**config.mk**
```make
export PLATFORM = sky130hd
export DESIGN_NAME = sid_span_match
export DESIGN_NICKNAME = d
export VERILOG_FILES = /design/src/rtl/sid_span_match.sv
export SDC_FILE = /design/constraint.sdc
export NUM_CORES = 1
export LEC_CHECK = 0
export BUFFER_PORTS_ARGS = -buffer_cell sky130_fd_sc_hd__buf_2
export CAP_MARGIN = 10
export CORE_ASPECT_RATIO = 0.7
export CORE_MARGIN = 2
export CORE_UTILIZATION = 43
export CTS_CLUSTER_SIZE = 14
export DETAILED_ROUTE_END_ITERATION = 6
export MAX_ROUTING_LAYER = met4
export PLACE_DENSITY = 0.9
export SYNTH_ARGS = -nofsm -noshare
export SYNTH_HDL_FRONTEND = slang
export SYNTH_SLANG_ARGS = --single-unit
```
**constraint.sdc**
```tcl
create_clock -name clk -period 1.2 [get_ports clk]
set_clock_uncertainty 0.2 [all_clocks]
set_input_delay 0.06 -clock clk [delete_from_list [all_inputs] [get_ports clk]]
set_output_delay 0.06 -clock clk [all_outputs]
set_load 0.1 [all_outputs]
```
**src/rtl/sid_span_match.sv**
```systemverilog
module sid_span_match #(
  parameter int ID_W = 32
) (
  input  logic            clk,
  input  logic            rst_n,
  input  logic [ID_W-1:0] pattern,
  input  logic            span_en,
  input  logic [ID_W-1:0] id_in,
  input  logic            id_vld,
  output logic            match_o
);

  localparam logic [ID_W-1:0] ONE = {{(ID_W-1){1'b0}}, 1'b1};

  logic [ID_W-1:0] dont_care;
  logic [ID_W-1:0] diff;
  logic            all_ones;
  logic            hit;

  // pattern ^ (pattern+1) covers the trailing ones plus the first zero
  assign all_ones  = &pattern;
  assign dont_care = span_en ? (pattern ^ (pattern + ONE)) : '0;
  assign diff      = (id_in ^ pattern) & ~dont_care;
  assign hit       = (span_en && all_ones) || (diff == '0);

  always_ff @(posedge clk or negedge rst_n) begin
    if (!rst_n) match_o <= 1'b0;
    else        match_o <= id_vld & hit;
  end

  p_exact_hit_r1: assert property (@(posedge clk) disable iff (!rst_n)
    (id_vld && !span_en && id_in == pattern) |=> match_o);

  p_exact_miss_r2: assert property (@(posedge clk) disable iff (!rst_n)
    (id_vld && !span_en && id_in != pattern) |=> !match_o);

  p_all_ones_r6: assert property (@(posedge clk) disable iff (!rst_n)
    (id_vld && span_en && (&pattern)) |=> match_o);

  p_bit0_only_r7: assert property (@(posedge clk) disable iff (!rst_n)
    (id_vld && span_en && !pattern[0] && id_in[ID_W-1:1] == pattern[ID_W-1:1]) |=> match_o);

  p_bit0_upper_r7: assert property (@(posedge clk) disable iff (!rst_n)
    (id_vld && span_en && !pattern[0] && id_in[ID_W-1:1] != pattern[ID_W-1:1]) |=> !match_o);

  p_no_strobe_r8: assert property (@(posedge clk) disable iff (!rst_n)
    !id_vld |=> !match_o);

  p_reset_low_r9: assert property (@(posedge clk)
    !rst_n |=> !match_o);

endmodule

```
=== Word-level counts from Yosys, hierarchy flattened ===
Index checks and enable logic that the tools add are counted.

* Input bits: 68
* Flip-flop bits (word level): 1
* Word-level logic and storage cells: 12
* Output and inout port bits: 1

* Multiplexer cells: 1
* Reductions and logical operators: 4
* Bitwise operators: 5
* $add $sub $neg: 1

{| class="wikitable"
|+ Operator list
! kind !! count
|-
| 32-bit bitwise XOR || 2
|-
| 32-bit by 1-bit adder with 32-bit output, second input constant || 1
|-
| 32-bit AND || 1
|-
| 32-bit logical NOT || 1
|-
| 32-bit 2-to-1 mux || 1
|-
| 32-bit NOT || 1
|-
| 32-bit AND reduction || 1
|-
| 1-bit AND || 1
|-
| 1-bit logical AND || 1
|-
| 1-bit logical OR || 1
|}

=== Logic depth before layout (Yosys ltp) ===
Gate-level depths: netlist of the first run.

* Depth in word-level cells: 8
* Mapped depth: 8
* Mapped depth without buffers: 8

=== Worst setup path after synthesis of the first run ===
No wires, ideal clock.

* Kind: input to register
* Start point: in pattern[0]
* End point: reg match_o
* Buffers on the path: 0
* Slack: -0.670 ns
* Library setup time: 0.065 ns
* Stages: 8
* Data arrival time: 1.605 ns
* Cell sequence: ha_1 -> nand3_1 -> nor4_4 -> a21oi_1 -> a2111oi_2 -> nand3_1 -> nor3_2 -> o211a_1

* Longest elaborated chain between the ends: 8
* Elaborated cells on any way between the ends: 11

{| class="wikitable"
|+ RTL lines
! element !! line !! source
|-
| start: declaration || 6 || <nowiki>input logic [ID_W-1:0] pattern,</nowiki>
|-
| 32-bit by 1-bit adder with 32-bit output || 22 || <nowiki>assign dont_care = span_en ? (pattern ^ (pattern + ONE)) : '0;</nowiki>
|-
| 32-bit bitwise XOR || 22 ||
|-
| 32-bit 2-to-1 mux || 22 ||
|-
| 32-bit NOT || 23 || <nowiki>assign diff = (id_in ^ pattern) & ~dont_care;</nowiki>
|-
| 32-bit AND || 23 ||
|-
| 32-bit logical NOT || 24 || <nowiki>assign hit = (span_en && all_ones) || (diff == '0);</nowiki>
|-
| 1-bit logical OR (*) || 24 ||
|-
| 1-bit AND (*) || 28 || <nowiki>else match_o <= id_vld & hit;</nowiki>
|-
| end signal: assignment || 28 ||
|-
| end: declaration || 10 || <nowiki>output logic match_o</nowiki>
|}

Mark *: on every way between the ends. The rest lies on a longest branch, timed or not.

=== Final worst setup path of the first run ===
* Start point: in pattern[2]
* End point: reg match_o

The elaborated chain is that of the path after synthesis.

==> results of run 1 <==
[power groups by stage]
| stage | clock [uW] | combinational [uW] | sequential, uW |
|---|---|---|---|
| floorplan | 0 | 190 | 34.3 |
| global placement | 0 | 461 | 34.3 |
| detailed placement | 0 | 486 | 34.3 |
| CTS | 0 | 504 | 34.3 |
| global route | 0 | 624 | 34.3 |
| finish | 0 | 603 | 34.3 |
[stage by stage]
step                std cells  power [uW]
global route              257       658.2
floorplan                 124       224.7
CTS                       253       538.1
finish                    257       637.5
detailed placement        250       520.7
global placement          250       495.3
[routing by layer]
layer,routed length (um),vias to the layer above,track usage
met4,546,0,0.08837
met2,2263,218,0.5568
met1,1850,723,0.3743
met5,0,-,-
li1,-,701,-
met3,814,76,0.02804
[how the worst min path moves through the flow]
| stage | startpoint | to | depth (start not counted) |
|---|---|---|---|
| 2_1_floorplan | rst_n | match_o | 0 |
| 3_3_place_gp | rst_n | match_o | 1 |
| 3_5_place_dp | rst_n | match_o | 1 |
| 4_1_cts | id_vld | match_o | 2 |
| 5_1_grt | id_vld | match_o | 2 |
| 6_report | id_vld | match_o | 2 |
[timing repair]
action                                  in CTS  in global routing
setup buffers                                2                  4
endpoints found under the hold margin        1                  0
pin swaps                                    4                 17
endpoints found under the setup margin       1                  1
resized for setup                            4                 30
hold buffers                                 1                  0
[cell type report]
cell class / instances / area [sq um] / area share
repair buffers: 111 / 744.5 / 0.4241
multi-input cells: 114 / 924.6 / 0.5267
well taps: 22 / 27.53 / 0.01568
flip-flops and latches: 1 / 25.02 / 0.01426
inverters: 9 / 33.78 / 0.01924
[kinds of logic (layout without fill, tap and decap cells)]
logic type      Yosys count  in the layout  synth area share
simple gates             53             53            0.3848
compound gates           32             32            0.2574
xor+xnor                 28             28            0.2772
buf+inv                   9            120           0.03819
fa+ha+maj                 1              1           0.01414
flops                     1              1           0.02828
[layout by cell type (no fill, tap or decap), types with 4 or more instances in the layout]
cell type	count
buf_2	58
nand4_1	8
nor2_1	7
o21ai_0	7
buf_4	41
o22ai_1	5
xor2_1	23
xnor2_1	5
nand2_1	12
buf_6	9
nand3_1	5
inv_1	9
nor3_1	4
[worst max-delay path: stages]
cell     delay (ps)
buf_2           110
nand4_1         210
buf_4           200
buf_4           140
a22oi_1         180
nand4_1         160
nor4_2          340
nand2_1         120
nor3_2          140
o211a_1         150
==> impl_metrics.csv, run 1 <==
group,metric,value,unit
worst_setup_path,cp-end-kind,"register",
cells_and_area,fillerInstances,79,
place,hpwl,3.026,mm
cells_and_area,fin_nets,306,
yosys,synth_most_common_cell,"xor2_1",
sta,slew_headroom,0.6893,
cells_and_area,drive_gt1_frac,0.5404,
yosys,synth_async_sr_flop_share,1.000,
sta,setup_viol,1,
power,p_sw,315.0,uW
worst_setup_path,cp-endpoint,"match_o",
power,leakage,0.0008309,uW
yosys,synth_area,884.6,sq um
cells_and_area,antennaDiodeCount,0,
yosys,ys_seq_area_frac,0.02829,
global_route,grt_pass1_wl,5.982,mm
yosys,synth_cells,124,
route,dr.pass1.iters,6,
die,die_h,41.95,um
cells_and_area,largest_reg_flops,1,
sta,period_share,1.733,
die,die_w,58.21,um
place,port_buffers,68,
cells_and_area,post-route-util,0.9224,
power,powerDensity,363.2,nW/um^2
yosys,synth_edf_count,0,
power,internal_power,322.4,uW
power,seq_power_share,0.054,
global_route,grt_use_total,0.3136,
sta,period_needed,2079,ps
place,placed_cell_area,1560,sq um
power,combinationalPowerShare,0.946,
yosys,synth_common_cells,"xor2_1, nand2_1, inv_1",
yosys,syn_nets,193,
route,num_vias,1718,
yosys,yosysTopAreaCellShare,0.2277,
route,totalWireLength,5.473,mm
die,core-area,1903,sq um
sta,hold_viol_final,0,
die,io-pin-count,69,
run,cap_violations,0,
place,gp_congestion,0.9326,
die,dieArea,2442,sq um
sta,drv_slew,0,
die,initial_core_util,0.4648,
worst_setup_path,start_kind,"primary input",
route,drc,0,
cells_and_area,reg_top3,"match_o x1",
cells_and_area,synthToLayoutAreaGrowth,98.44,%
route,drt-initial-drc-count,169,
worst_setup_path,setup.worst_path.class,"primary input to register",
power,ir_drop,0.3050,mV
hold_path,hold_class,"primary input to register",
die,rows,13,
worst_setup_path,startpoint,"pattern[2]",
global_route,grt_max_degree,8,
worst_setup_path,crit_arrival,1810,ps
sta,setup_ws,-879.3,ps
route,post_drt_via_cell_ratio,6.685,
route,antenna_left,0,
yosys,synth_warnings,0,
place,pre_cts_ws,-849.4,ps
worst_setup_path,crit_fanout,4,
yosys,synthDistinctLibCells,34,
yosys,yosys-top-cells-area,"xor2_1, nand4_1, nand2_1",
yosys,synth_top_area_cell,"xor2_1",
yosys,ys_seq_elements,1,
outcome,status,"complete, but fails checks",
route,wire_per_inst,21.30,um
sta,max_freq,0.4809,GHz
sta,setup_tns,-879.3,ps
sta,hold_ws,104.0,ps
cells_and_area,finalInstanceArea,1755,sq um
global_route,grt_pass1_vias,1333,
yosys,synthFlopType,"dfrtp_1",
outcome,violations,"setup timing",
power,clockPowerShare,0,
global_route,antenna_found_initial,0,
cells_and_area,largest-register,"match_o",
yosys,synth_area_per_cell,7.134,sq um
global_route,globalRouteOverflowTotal,0,
sta,worst_slew_pin_slew,464.5,ps
power,swShare,0.4942,
sta,rsz0062_at_grt,"yes",
clock_network,path_clk_slew,0,ps
worst_setup_path,required,930,ps
Note: power is estimated with default switching activity, not from simulation.
==> inputs of run 2 (changes only) <==
--- a/config.mk
+++ b/config.mk
@@ -5,7 +5,7 @@
 export SDC_FILE = /design/constraint.sdc
 export NUM_CORES = 1
 export LEC_CHECK = 0
-export BUFFER_PORTS_ARGS = -buffer_cell sky130_fd_sc_hd__buf_2
+export BUFFER_PORTS_ARGS = -buffer_cell sky130_fd_sc_hd__buf_4
 export CAP_MARGIN = 10
 export CORE_ASPECT_RATIO = 0.7
 export CORE_MARGIN = 2
==> run 2 against run 1 <==
Effect of this change:
- the run still ends with setup timing left
- via count is 1.1% lower
- sequential share of layout area is essentially flat
- global-route usage up 5.3 points
- die area is the same
- largest power group unchanged
==> impl_metrics.csv, run 2 (synthesized netlist as in run 1, its figures left out) <==
group,metric,value,unit
outcome,status,"complete, but fails checks",
outcome,violations,"setup timing",
die,io-pin-count,69,
worst_setup_path,required,930,ps
global_route,grt_max_degree,9,
cells_and_area,largest_reg_flops,1,
place,hpwl,3.680,mm
worst_setup_path,start_kind,"primary input",
global_route,grt_use_met2,0.7023,
power,powerDensity,376.5,nW/um^2
global_route,grt_pass1_wl,6.858,mm
power,clockPowerShare,0,
global_route,met3_usage,0.06854,
cells_and_area,instances_no_fill,252,
route,num_vias,1699,
worst_setup_path,crit_fanout,3,
worst_setup_path,startpoint,"pattern[0]",
cells_and_area,layout_common_cells,"buf_4, xor2_1, nand2_1",
cells_and_area,fillerInstances,68,
place,gp_congestion,0.9132,
route,post_drt_via_cell_ratio,6.742,
global_route,grt_use_total,0.3669,
place,dp_cells,251,
global_route,busiest_layer,"met2",
power,ir_drop,0.3261,mV
sta,period_needed,2146,ps
cells_and_area,largest-register,"match_o",
place,pre_cts_ws,-854.5,ps
route,dr.pass1.iters,6,
die,die_w,58.21,um
die,initial_core_util,0.4648,
route,totalWireLength,5.234,mm
global_route,globalRouteOverflowTotal,0,
sta,hold_viol_final,0,
global_route,grt_pass1_vias,1636,
cells_and_area,final_common_cell,"buf_4",
global_route,antenna_found_initial,0,
sta,rsz0062_at_grt,"yes",
sta,period_share,1.789,
cells_and_area,antennaDiodeCount,0,
hold_path,min_to,"match_o",
sta,hold_ws,129.5,ps
route,drt-initial-drc-count,157,
sta,max_freq,0.4659,GHz
power,seq_power_share,0.051,
clock_network,path_clk_slew,0,ps
power,leakage,0.0008431,uW
route,drc,0,
hold_path,hold_path_depth,2,
power,swShare,0.4466,
power,internal_power,373.1,uW
worst_setup_path,setup.worst_path.class,"primary input to register",
hold_path,hold_class,"primary input to register",
worst_setup_path,crit_arrival,1880,ps
worst_setup_path,cp-end-kind,"register",
power,p_sw,301.0,uW
die,dieArea,2442,sq um
cells_and_area,drive_gt1_frac,0.5130,
die,core-area,1903,sq um
cells_and_area,fin_nets,301,
sta,worst_slew_pin_slew,412.7,ps
sta,setup_ws,-946.2,ps
cells_and_area,synthToLayoutAreaGrowth,102.4,%
hold_path,worstHoldStart,"id_vld",
die,die_h,41.95,um
cells_and_area,reg_top3,"match_o x1",
run,cap_violations,0,
die,rows,13,
place,port_buffers,68,
cells_and_area,post-route-util,0.9408,
route,antenna_left,0,
sta,drv_slew,0,
global_route,use_met1,0.3358,
power,combinationalPowerShare,0.949,
sta,setup_viol,1,
sta,slew_headroom,0.7228,
route,wire_per_inst,20.77,um
[run 2: stage by stage]
step                TNS [ps]  instance area (sq um)  power [uW]
CTS                   -814.2                   1758       617.1
finish                -946.2                   1790       674.1
global route          -951.3                   1790       699.2
global placement      -766.7                   1723       566.8
detailed placement    -854.5                   1723       601.6
floorplan             -478.6                  907.1       224.7
[run 2: what timing repair did]
action | 4_1_cts | 5_1_grt
setup endpoints to repair | 1 | 1
hold endpoints to repair | 1 | 0
buffers inserted | 0 | 0
pin swaps | 9 | 5
gates resized for setup | 3 | 8
hold buffers | 1 | 0
[run 2: power by group through the flow]
| stage | Clock, uW | Combinational, uW | Sequential [uW] |
|---|---|---|---|
| final | 0 | 640 | 34.3 |
| after global routing | 0 | 665 | 34.3 |
| after CTS | 0 | 583 | 34.3 |
| after detailed placement | 0 | 567 | 34.3 |
| after global placement | 0 | 532 | 34.3 |
| after floorplan | 0 | 190 | 34.3 |
[run 2: worst max-delay path: stages]
cell and delay, ps:
buf_4 120, ha_4 150, nand3_2 100, buf_4 160, nor3_1 360, a21oi_1 200, a221oi_2 210, nand4_1 130
nor3_2 210, o211a_1 160
[run 2: layer usage]
metal / vias up / routed length, um / part of all wire
li1: 687 / - / -
met1: 761 / 1657 / 0.32
met2: 194 / 2506 / 0.48
met3: 57 / 696 / 0.13
met4: 0 / 374 / 0.071
met5: - / 0 / 0
[run 2: area by class of cell]
class                   instances  area (sq um)  area share
well taps                      22         27.53     0.01537
repair buffers                106         824.5      0.4605
multi-input cells             114         879.6      0.4913
inverters                       9         33.78     0.01887
flip-flops and latches          1         25.02     0.01398
[run 2: worst max path at each step]
stage	to	slack, ps	depth (start not counted)
finish	match_o	-950	10
global route	match_o	-950	8
CTS	match_o	-810	8
detailed placement	match_o	-850	9
global placement	match_o	-770	9
floorplan	match_o	-480	8
==> inputs of run 3 (changes only) <==
--- a/config.mk
+++ b/config.mk
@@ -9,11 +9,11 @@
 export CAP_MARGIN = 10
 export CORE_ASPECT_RATIO = 0.7
 export CORE_MARGIN = 2
-export CORE_UTILIZATION = 43
+export CORE_UTILIZATION = 25
 export CTS_CLUSTER_SIZE = 14
 export DETAILED_ROUTE_END_ITERATION = 6
 export MAX_ROUTING_LAYER = met4
-export PLACE_DENSITY = 0.9
+export PLACE_DENSITY = 0.59
 export SYNTH_ARGS = -nofsm -noshare
 export SYNTH_HDL_FRONTEND = slang
 export SYNTH_SLANG_ARGS = --single-unit
==> run 3 against run 2 <==
Effect of this change:
- the run still ends with setup timing left
- sequential share of layout area about the same
- sequential power about the same
- final cell count up 12%
- critical path type unchanged
- largest power group unchanged
==> impl_metrics.csv, run 3 (synthesized netlist as in run 1, its figures left out) <==
group,metric,value,unit
global_route,grt_use_total,0.1981,
sta,hold_viol_final,0,
die,rows,18,
sta,setup_viol,1,
worst_setup_path,setup.worst_path.class,"primary input to register",
die,core-area,3446,sq um
cells_and_area,reg_top3,"match_o x1",
route,num_vias,1398,
sta,setup_tns,-730.8,ps
route,drt-initial-drc-count,72,
sta,rsz0062_at_grt,"yes",
global_route,antenna_found_initial,0,
place,gp_congestion,0.9066,
place,port_buffers,68,
worst_setup_path,crit_arrival,1660,ps
worst_setup_path,cp-end-kind,"register",
cells_and_area,largest_reg_flops,1,
global_route,grt_max_degree,9,
power,ir_drop,0.1301,mV
sta,setup_ws,-730.8,ps
cells_and_area,largest-register,"match_o",
cells_and_area,antennaDiodeCount,0,
route,drc,0,
sta,period_share,1.609,
die,dieArea,4038,sq um
sta,drv_slew,0,
power,leakage,0.0008504,uW
outcome,violations,"setup timing",
cells_and_area,synthToLayoutAreaGrowth,107.9,%
worst_setup_path,required,930,ps
die,io-pin-count,69,
cells_and_area,final_common_cell,"buf_4",
route,antenna_left,0,
worst_setup_path,startpoint,"pattern[6]",
power,powerDensity,337.7,nW/um^2
place,placed_cell_area,1765,sq um
worst_setup_path,cp-endpoint,"match_o",
route,dr.pass1.iters,4,
global_route,grt_pass1_wl,6.044,mm
run,cap_violations,0,
clock_network,cts_setup_buffers,0,
cells_and_area,layout_common_cells,"buf_4, xor2_1, nand2_1",
power,p_total,621.1,uW
die,die_w,75.10,um
worst_setup_path,crit_fanout,8,
clock_network,path_clk_slew,0,ps
outcome,status,"complete, but fails checks",
place,hpwl,3.283,mm
sta,max_freq,0.5179,GHz
cells_and_area,drive_gt1_frac,0.5195,
cells_and_area,finalInstanceArea,1839,sq um
sta,worst_slew_pin_slew,364.0,ps
die,initial_core_util,0.2567,
global_route,globalRouteOverflowTotal,0,
sta,period_needed,1931,ps
route,wire_per_inst,13.67,um
cells_and_area,fin_nets,302,
route,totalWireLength,3.842,mm
hold_path,hold_class,"primary input to register",
route,post_drt_via_cell_ratio,4.975,
sta,slew_headroom,0.7565,
die,die_h,53.77,um
global_route,grt_pass1_vias,1340,
worst_setup_path,start_kind,"primary input",
run 3: cell count changes in the layout (fill, tap and decap cells not counted), sizes merged:
cell	change
buf	+1
run 3: layout make-up:
| cell class | instances | area, sq um |
|---|---|---|
| Timing Repair Buffer | 107 | 832.0 |
| Multi-Input combinational cell | 114 | 885.9 |
| Inverter | 9 | 33.78 |
| Fill cell | 329 | 1607 |
| Sequential cell | 1 | 25.02 |
| Tap cell | 50 | 62.56 |
run 3: how the worst min path moves through the flow:
stage / slack, ps / end / from / cells after the start
final: 120 / match_o / id_vld / 2
after global routing: 120 / match_o / id_vld / 2
after CTS: 120 / match_o / id_vld / 2
after detailed placement: -360 / match_o / rst_n / 1
after global placement: -360 / match_o / rst_n / 1
after floorplan: -440 / match_o / rst_n / 0
run 3: what timing repair did:
| item | 4_1_cts | 5_1_grt |
|---|---|---|
| gates resized for setup | 10 | 2 |
| endpoints found under the setup margin | 1 | 1 |
| pin swaps | 3 | 0 |
| hold buffers | 1 | 0 |
| endpoints found under the hold margin | 1 | 0 |
run 3: layer usage:
| metal | vias to the layer above | global-route usage | wire (um) |
|---|---|---|---|
| met4 | 0 | 0.04464 | 102 |
| met3 | 12 | 0.005618 | 224 |
| met5 | - | - | 0 |
| met1 | 637 | 0.2552 | 1691 |
| li1 | 690 | - | - |
| met2 | 59 | 0.3480 | 1823 |
run 3: critical path, cell delays in order:
cell and delay (ps):
buf_4 100, nand4_4 120, buf_4 160, nor4_4 210
buf_4 190, nand3_1 130, a221oi_2 260, nand4_1 130
nor3_2 120, o211a_1 170
run 3: where the power goes:
group | leakage [uW] | switching [uW] | internal (uW)
Sequential | 0.0000140 | 0.000000000673 | 34.3
Clock | 0 | 0 | 0
Combinational | 0.000836 | 251 | 336
Total | 0.000850 | 251 | 370
run 3: metrics by stage:
stage,hold slack [ps],setup slack (ps),utilization,cells
after floorplan,-435.6,-478.6,-,124
after global placement,-363.1,-727.3,0.5123,280
after detailed placement,-362.4,-850.6,0.5123,280
after CTS,122.3,-725.6,0.5298,281
after global routing,120.8,-840.6,0.5338,281
final,118.8,-730.8,0.5338,281
